<file path="config.mk">
export PLATFORM = sky130hd
export DESIGN_NAME = pwm_fault_gate
export DESIGN_NICKNAME = d
export VERILOG_FILES = /design/src/rtl/pfd_pkg.sv /design/src/rtl/pfd_sync_filter.sv /design/src/rtl/pfd_fault_fsm.sv /design/src/rtl/pfd_regs.sv /design/src/rtl/pfd_out_gate.sv /design/src/rtl/pwm_fault_gate.sv
export SDC_FILE = /design/constraint.sdc
export NUM_CORES = 1
export LEC_CHECK = 0
export CORE_MARGIN = 4
export CORE_UTILIZATION = 34
export DETAILED_ROUTE_END_ITERATION = 16
export DONT_BUFFER_PORTS = 1
export GPL_TIMING_DRIVEN = 0
export PLACE_DENSITY_LB_ADDON = 0.15
export SKIP_LAST_GASP = 1
export SYNTH_ARGS = -nofsm -noshare
export SYNTH_HDL_FRONTEND = slang
export SYNTH_SLANG_ARGS = --single-unit
export TNS_END_PERCENT = 5
</file>
<file path="constraint.sdc">
create_clock -name clk -period 3.6 [get_ports clk]
set_input_delay 0.72 -clock clk [delete_from_list [all_inputs] [get_ports clk]]
set_output_delay 0.72 -clock clk [all_outputs]
set_load 0.005 [all_outputs]
</file>
<file path="src/rtl/pfd_pkg.sv">
package pfd_pkg;

    // Recovery state of one fault input
    typedef enum logic [1:0] {
        FS_IDLE  = 2'd0,
        FS_TRIP  = 2'd1,
        FS_LATCH = 2'd2
    } fault_st_e;

    // Write-once mapping register state
    typedef enum logic {
        MAP_OPEN   = 1'b0,
        MAP_LOCKED = 1'b1
    } map_st_e;

    // Register addresses
    typedef enum logic [1:0] {
        RA_SWDIS = 2'd0,
        RA_MAP   = 2'd1,
        RA_MODE  = 2'd2,
        RA_CLR   = 2'd3
    } reg_addr_e;

endpackage

</file>
<file path="src/rtl/pfd_sync_filter.sv">
module pfd_sync_filter #(
    parameter int SYNC_STAGES = 2,
    parameter int STABLE_N    = 3
) (
    input  logic clk,
    input  logic rst_n,
    input  logic din,
    output logic level
);
    localparam int CW = $clog2(STABLE_N + 1);

    logic [SYNC_STAGES-1:0] sy_q;
    logic [CW-1:0]          run_q;
    logic                   level_q;
    logic                   smp;

    assign smp   = sy_q[SYNC_STAGES-1];
    assign level = level_q;

    // Synchronizer chain
    always_ff @(posedge clk or negedge rst_n) begin
        if (!rst_n) begin
            sy_q <= '0;
        end else begin
            sy_q <= {sy_q[SYNC_STAGES-2:0], din};
        end
    end

    // Accept a new level only after STABLE_N consecutive differing samples
    always_ff @(posedge clk or negedge rst_n) begin
        if (!rst_n) begin
            run_q   <= '0;
            level_q <= 1'b0;
        end else if (smp == level_q) begin
            run_q <= '0;
        end else if (run_q == CW'(STABLE_N - 1)) begin
            level_q <= smp;
            run_q   <= '0;
        end else begin
            run_q <= run_q + 1'b1;
        end
    end
endmodule

</file>
<file path="src/rtl/pfd_fault_fsm.sv">
module pfd_fault_fsm
    import pfd_pkg::*;
(
    input  logic clk,
    input  logic rst_n,
    input  logic filt,
    input  logic auto_mode,
    input  logic clr_req,
    output logic pin_dis,
    output logic flag
);
    fault_st_e st_q, st_d;
    logic      set_flag;
    logic      flag_q;

    // Next state
    always_comb begin
        st_d     = st_q;
        set_flag = 1'b0;
        unique case (st_q)
            FS_IDLE: begin
                if (filt) begin
                    st_d     = FS_TRIP;
                    set_flag = 1'b1;
                end
            end
            FS_TRIP: begin
                if (!filt) begin
                    st_d = auto_mode ? FS_IDLE : FS_LATCH;
                end
            end
            FS_LATCH: begin
                if (filt) begin
                    st_d     = FS_TRIP;
                    set_flag = 1'b1;
                end else if (clr_req) begin
                    st_d = FS_IDLE;
                end
            end
            default: st_d = FS_IDLE;
        endcase
    end

    // State register
    always_ff @(posedge clk or negedge rst_n) begin
        if (!rst_n) begin
            st_q <= FS_IDLE;
        end else begin
            st_q <= st_d;
        end
    end

    // Flag: set has priority over clear
    always_ff @(posedge clk or negedge rst_n) begin
        if (!rst_n) begin
            flag_q <= 1'b0;
        end else if (set_flag) begin
            flag_q <= 1'b1;
        end else if (clr_req) begin
            flag_q <= 1'b0;
        end
    end

    // Outputs
    always_comb begin
        pin_dis = (st_q != FS_IDLE);
        flag    = flag_q;
    end
endmodule

</file>
<file path="src/rtl/pfd_regs.sv">
module pfd_regs
    import pfd_pkg::*;
#(
    parameter int DATA_W = 8,
    parameter int N_PIN  = 4,
    parameter int MAP_W  = 8
) (
    input  logic              clk,
    input  logic              rst_n,
    input  logic              wr_en,
    input  logic [1:0]        wr_addr,
    input  logic [DATA_W-1:0] wr_data,
    output logic [1:0]        sw_dis,
    output logic [MAP_W-1:0]  map_q,
    output logic [N_PIN-1:0]  auto_q,
    output logic [N_PIN-1:0]  irq_en,
    output logic [N_PIN-1:0]  clr_pulse,
    output logic              map_locked
);
    map_st_e          mst_q, mst_d;
    logic             wr_sw, wr_map, wr_mode, wr_clr;
    logic [MAP_W-1:0] map_r;

    always_comb begin
        wr_sw   = wr_en && (wr_addr == RA_SWDIS);
        wr_map  = wr_en && (wr_addr == RA_MAP);
        wr_mode = wr_en && (wr_addr == RA_MODE);
        wr_clr  = wr_en && (wr_addr == RA_CLR);
    end

    // Mapping lock state machine
    always_comb begin
        mst_d = mst_q;
        unique case (mst_q)
            MAP_OPEN:   if (wr_map) mst_d = MAP_LOCKED;
            MAP_LOCKED: mst_d = MAP_LOCKED;
            default:    mst_d = MAP_OPEN;
        endcase
    end

    always_ff @(posedge clk or negedge rst_n) begin
        if (!rst_n) begin
            mst_q <= MAP_OPEN;
        end else begin
            mst_q <= mst_d;
        end
    end

    always_ff @(posedge clk or negedge rst_n) begin
        if (!rst_n) begin
            map_r <= '1;
        end else if (wr_map && (mst_q == MAP_OPEN)) begin
            map_r <= wr_data[MAP_W-1:0];
        end
    end

    always_ff @(posedge clk or negedge rst_n) begin
        if (!rst_n) begin
            sw_dis <= '0;
            auto_q <= '0;
            irq_en <= '0;
        end else begin
            if (wr_sw) begin
                sw_dis <= wr_data[1:0];
            end
            if (wr_mode) begin
                auto_q <= wr_data[N_PIN-1:0];
                irq_en <= wr_data[N_PIN +: N_PIN];
            end
        end
    end

    always_comb begin
        clr_pulse  = wr_clr ? wr_data[N_PIN-1:0] : '0;
        map_q      = map_r;
        map_locked = (mst_q == MAP_LOCKED);
    end
endmodule

</file>
<file path="src/rtl/pfd_out_gate.sv">
module pfd_out_gate #(
    parameter int N_OUT = 4
) (
    input  logic               bank_x,
    input  logic               bank_y,
    input  logic [2*N_OUT-1:0] map_q,
    input  logic [N_OUT-1:0]   pwm_in,
    input  logic [N_OUT-1:0]   out_pol,
    output logic [N_OUT-1:0]   pwm_out
);
    for (genvar o = 0; o < N_OUT; o++) begin : g_out
        logic kill;
        assign kill       = (map_q[o] & bank_x) | (map_q[N_OUT+o] & bank_y);
        assign pwm_out[o] = kill ? out_pol[o] : pwm_in[o];
    end
endmodule

</file>
<file path="src/rtl/pwm_fault_gate.sv">
module pwm_fault_gate #(
    parameter int N_OUT         = 4,
    parameter int PINS_PER_BANK = 2,
    parameter int DATA_W        = 8,
    parameter int SYNC_STAGES   = 2,
    parameter int STABLE_N      = 3
) (
    input  logic                   clk,
    input  logic                   rst_n,
    input  logic [N_OUT-1:0]       pwm_in,
    input  logic [N_OUT-1:0]       out_pol,
    input  logic [2*PINS_PER_BANK-1:0] fault_pin,
    input  logic                   wr_en,
    input  logic [1:0]             wr_addr,
    input  logic [DATA_W-1:0]      wr_data,
    output logic [N_OUT-1:0]       pwm_out,
    output logic [2*PINS_PER_BANK-1:0] fault_irq
);
    localparam int N_PIN = 2 * PINS_PER_BANK;
    localparam int MAP_W = 2 * N_OUT;

    logic [1:0]       sw_dis;
    logic [MAP_W-1:0] map_q;
    logic [N_PIN-1:0] auto_q, irq_en, clr_pulse;
    logic [N_PIN-1:0] filt_lvl, pin_dis, flag;
    logic             map_locked;
    logic             bank_x, bank_y;

    pfd_regs #(
        .DATA_W (DATA_W),
        .N_PIN  (N_PIN),
        .MAP_W  (MAP_W)
    ) u_regs (
        .clk        (clk),
        .rst_n      (rst_n),
        .wr_en      (wr_en),
        .wr_addr    (wr_addr),
        .wr_data    (wr_data),
        .sw_dis     (sw_dis),
        .map_q      (map_q),
        .auto_q     (auto_q),
        .irq_en     (irq_en),
        .clr_pulse  (clr_pulse),
        .map_locked (map_locked)
    );

    for (genvar i = 0; i < N_PIN; i++) begin : g_pin
        pfd_sync_filter #(
            .SYNC_STAGES (SYNC_STAGES),
            .STABLE_N    (STABLE_N)
        ) u_filt (
            .clk   (clk),
            .rst_n (rst_n),
            .din   (fault_pin[i]),
            .level (filt_lvl[i])
        );

        pfd_fault_fsm u_fsm (
            .clk       (clk),
            .rst_n     (rst_n),
            .filt      (filt_lvl[i]),
            .auto_mode (auto_q[i]),
            .clr_req   (clr_pulse[i]),
            .pin_dis   (pin_dis[i]),
            .flag      (flag[i])
        );
    end

    assign bank_x    = (|pin_dis[PINS_PER_BANK-1:0]) | sw_dis[0];
    assign bank_y    = (|pin_dis[N_PIN-1:PINS_PER_BANK]) | sw_dis[1];
    assign fault_irq = flag & irq_en;

    pfd_out_gate #(
        .N_OUT (N_OUT)
    ) u_gate (
        .bank_x  (bank_x),
        .bank_y  (bank_y),
        .map_q   (map_q),
        .pwm_in  (pwm_in),
        .out_pol (out_pol),
        .pwm_out (pwm_out)
    );
endmodule

</file>
==> results by group <==
CTS
  – CTS tree: yes
  – Worst skew pair latency: around 0.29 ns
  – Htree depth: 2
  – Number of CTS-inserted buffers: 5
  – Hold_buf cts: 0
  – Clock tree buffer depth: 2
  – CTS resizes: 0
  – Post-CTS Setup Inserts: 0
  – CTS sink cnt: a little over 50
  – CTS clk-pin slew, worst paths: 0.09 ns
  – Clk root buf: clkbuf_8

Timing
  – Final worst path period need: 2.45 ns
  – Final TNS setup: 0 ns
  – RSZ-0062 raised after global routing: false
  – Final Hold Vio Count: 0
  – Final period utilization: 0.680
  – Max Clock Freq: 0.408 GHz
  – Slew @ Worst Pin: between 0.3 and 0.4 ns
  – Final Max Tran Viols: 0
  – Layout Skew: 0.00679 ns
  – Rel. slew slack: 0.762
  – WHS: about 0.11 ns
  – Setup violators final: 0

Status
  – Status: finished, final reports clean

Pwr
  – Clock share of power: 0.244
  – NetSw: ~0.45 mW
  – Logic pwr share: 0.211
  – Reg power frac: 0.545
  – Internal power: 1.13 mW
  – LEAKAGE: just over 0.9 nW
  – Sw Ratio: 0.287
  – Max VDD drop: about 0.00020 V
  – PD cells: 719 nW/um2

Place
  – Final GP Congestion: between 0.6 and 0.7
  – Port Buffer Count: 0
  – Placed Instance Area: 2080 um2
  – Dpl hpwl: 2430 um

Route
  – Met3 wire length: around 340 um
  – Initial drt markers: 51
  – Routed Wire Length: 3350 um
  – Pre-antenna DRT Iters: 4
  – Max layer used: met4
  – Remaining antenna violation count: 0
  – DR WL met2: 1540 um
  – M1 WL: 1430 um
  – Vias/cell: 4.89
  – Routed len/inst: 14.3 um
  – Detailed-route via count: 1144
  – DRC Markers: 0

Yosys
  – Synth Net Count: ~180
  – Post-Synthesis Cells: 154
  – Post-synth cell types: 23
  – Ranking of synthesized cells by area: dfrtp_1 (54%), dfstp_2 (11%), mux2_2 (10%)
  – Syn Area/Cell: between 10 and 15 um2
  – Top FF cell, synth: dfrtp_1
  – Post-synthesis sequential area ratio: 0.646
  – Synth top area share: 0.540
  – Synthesized flop and latch total: 51
  – Asr flop ratio synth: 1.00
  – Synth warnings: 0
  – Post-synth EDFFs: 0
  – Yosys top cell by area: dfrtp_1
  – Post-synth design cell area: 1990 um2

Global route
  – First-pass GRT wire length: 5880 um
  – GR Overflow Total: 0
  – Vias in the first global route: 1214
  – Pin count of the biggest net entering global routing: 52
  – Initial antenna violation count: 0
  – Tot GR Track Use: 0.104

Floorplanning
  – Die Y: 84.5 um
  – Initial core utilization: 0.355
  – DIE WIDTH: about 85 um
  – I/O pin cnt: 33
  – Die area: 7150 um2
  – Core area: about 5600 um2
  – Num rows: 27

Run
  – Max Cap Viol: 0

Cells and area
  – Most frequent cells in the layout: dfrtp_1 (43), mux2_2 (18), a21oi_1 (16), nor3_1 (9), nand2_1 (9)
  – Area added between synthesis and finish: 10.2%
  – Most common cell after layout, fill and taps aside: dfrtp_1
  – Final instance area: 2190 um2
  – Number of antenna diodes: 0
  – Share of cells above drive strength 1: 0.265
  – NumNets Final: 186

Critical path
  – WP data required: between 2 and 3 ns
  – Worst EP arrival: 1.73 ns
  – Worst setup EP type: primary output
  – Reg-to-Reg Start: u_regs.map_locked$_DFF_PN0_
  – CP Max Fanout: 4
  – Worst Setup SP: g_pin[1].u_fsm.st_q[1]$_DFFE_PN0P_
  – Startpoint types: register
  – Crit Path Category: register to primary output

Worst hold path
  – Hold Path Class: input pin to asynchronous set/reset pin
==> final timing paths <==
| path | to | slack [ns] | cells after the start |
|---|---|---|---|
| worst max-delay path | pwm_out[2] | 1.15 | 4 |
| worst min-delay path | u_regs.irq_en[0]$_DFFE_PN0P_ | 0.11 | 0 |
| worst max register to register | u_regs.map_q[7]$_DFFE_PN1P_ | 2.50 | 2 |
| worst min register to register | g_pin[3].u_filt.sy_q[1]$_DFF_PN0_ | 0.35 | 0 |
| max in group asynchronous | u_regs.map_q[5]$_DFFE_PN1P_ | 3.29 | 0 |
| min in group clk | g_pin[3].u_filt.sy_q[1]$_DFF_PN0_ | 0.35 | 0 |
==> registers in the layout (all words and copies together) (netlist names) <==
| signal | flops |
|---|---|
| u_regs.sw_dis | 2 |
| u_regs.map_locked | 1 |
| g_pin.u_filt.run_q | 8 |
| u_regs.auto_q | 4 |
| u_regs.irq_en | 4 |
| u_regs.map_q | 8 |
| g_pin.u_fsm.st_q | 8 |
| g_pin.u_filt.sy_q | 8 |
| g_pin.u_fsm.flag | 4 |
| g_pin.u_filt.level | 4 |
==> critical path: stages, from the launching register on <==
cell,delay [ns]
dfrtp_1,0.42
nor3_1,0.24
nand2_1,0.17
a22oi_1,0.24
mux2_1,0.37
==> power groups by stage <==
| stage | Sequential (mW) | Combinational, mW | Clock [mW] |
|---|---|---|---|
| 4_1_cts | 0.863 | 0.340 | 0.405 |
| 6_report | 0.860 | 0.333 | 0.385 |
| 5_1_grt | 0.890 | 0.386 | 0.429 |
| 3_5_place_dp | 0.875 | 0.338 | 0 |
| 2_1_floorplan | 0.844 | 0.282 | 0 |
| 3_3_place_gp | 0.866 | 0.323 | 0 |
==> cells by family after synthesis <==
group,after synthesis,synth area share
XOR/XNOR,4,0.0176
buffers and inverters,9,0.0176
AND/OR/NAND/NOR,40,0.112
AO/OA/AOI/OAI,28,0.0829
multiplexers,22,0.124
flip-flops,51,0.646
==> synth_stat cells (all sizes together) (2+ instances only) <==
library cell,instances
dfrtp,43
mux2,22
a21oi,16
nand2,10
nor3,10
dfstp,8
inv,8
nor2,7
nor3b,5
a22oi,4
a31o,4
and2,4
o21ai,4
xnor2,4
nand3b,2
==> final cells by class <==
type	instances	area [um2]
plain buffers	1	5.00
multi-input cells	94	671
clock buffers	5	68.8
clock inverters	3	43.8
well taps	72	90.1
flip-flops and latches	51	1290
fillers	570	3410
inverters	8	30.0
==> through the flow <==
step           worst slack (ns)   util  std cells  power, mW
2_1_floorplan              1.68      -        154       1.13
3_3_place_gp               1.52  0.371        226       1.19
3_5_place_dp               1.48  0.371        226       1.21
4_1_cts                    1.13  0.391        234       1.61
5_1_grt                   0.993  0.391        234       1.71
6_report                   1.15  0.391        234       1.58
==> layer usage <==
metal	vias up	GRT usage
met4	0	0.0388
met2	33	0.155
li1	551	-
met5	-	0
met3	5	0.0540
met1	555	0.130
Power figures use the tool's default switching activity.
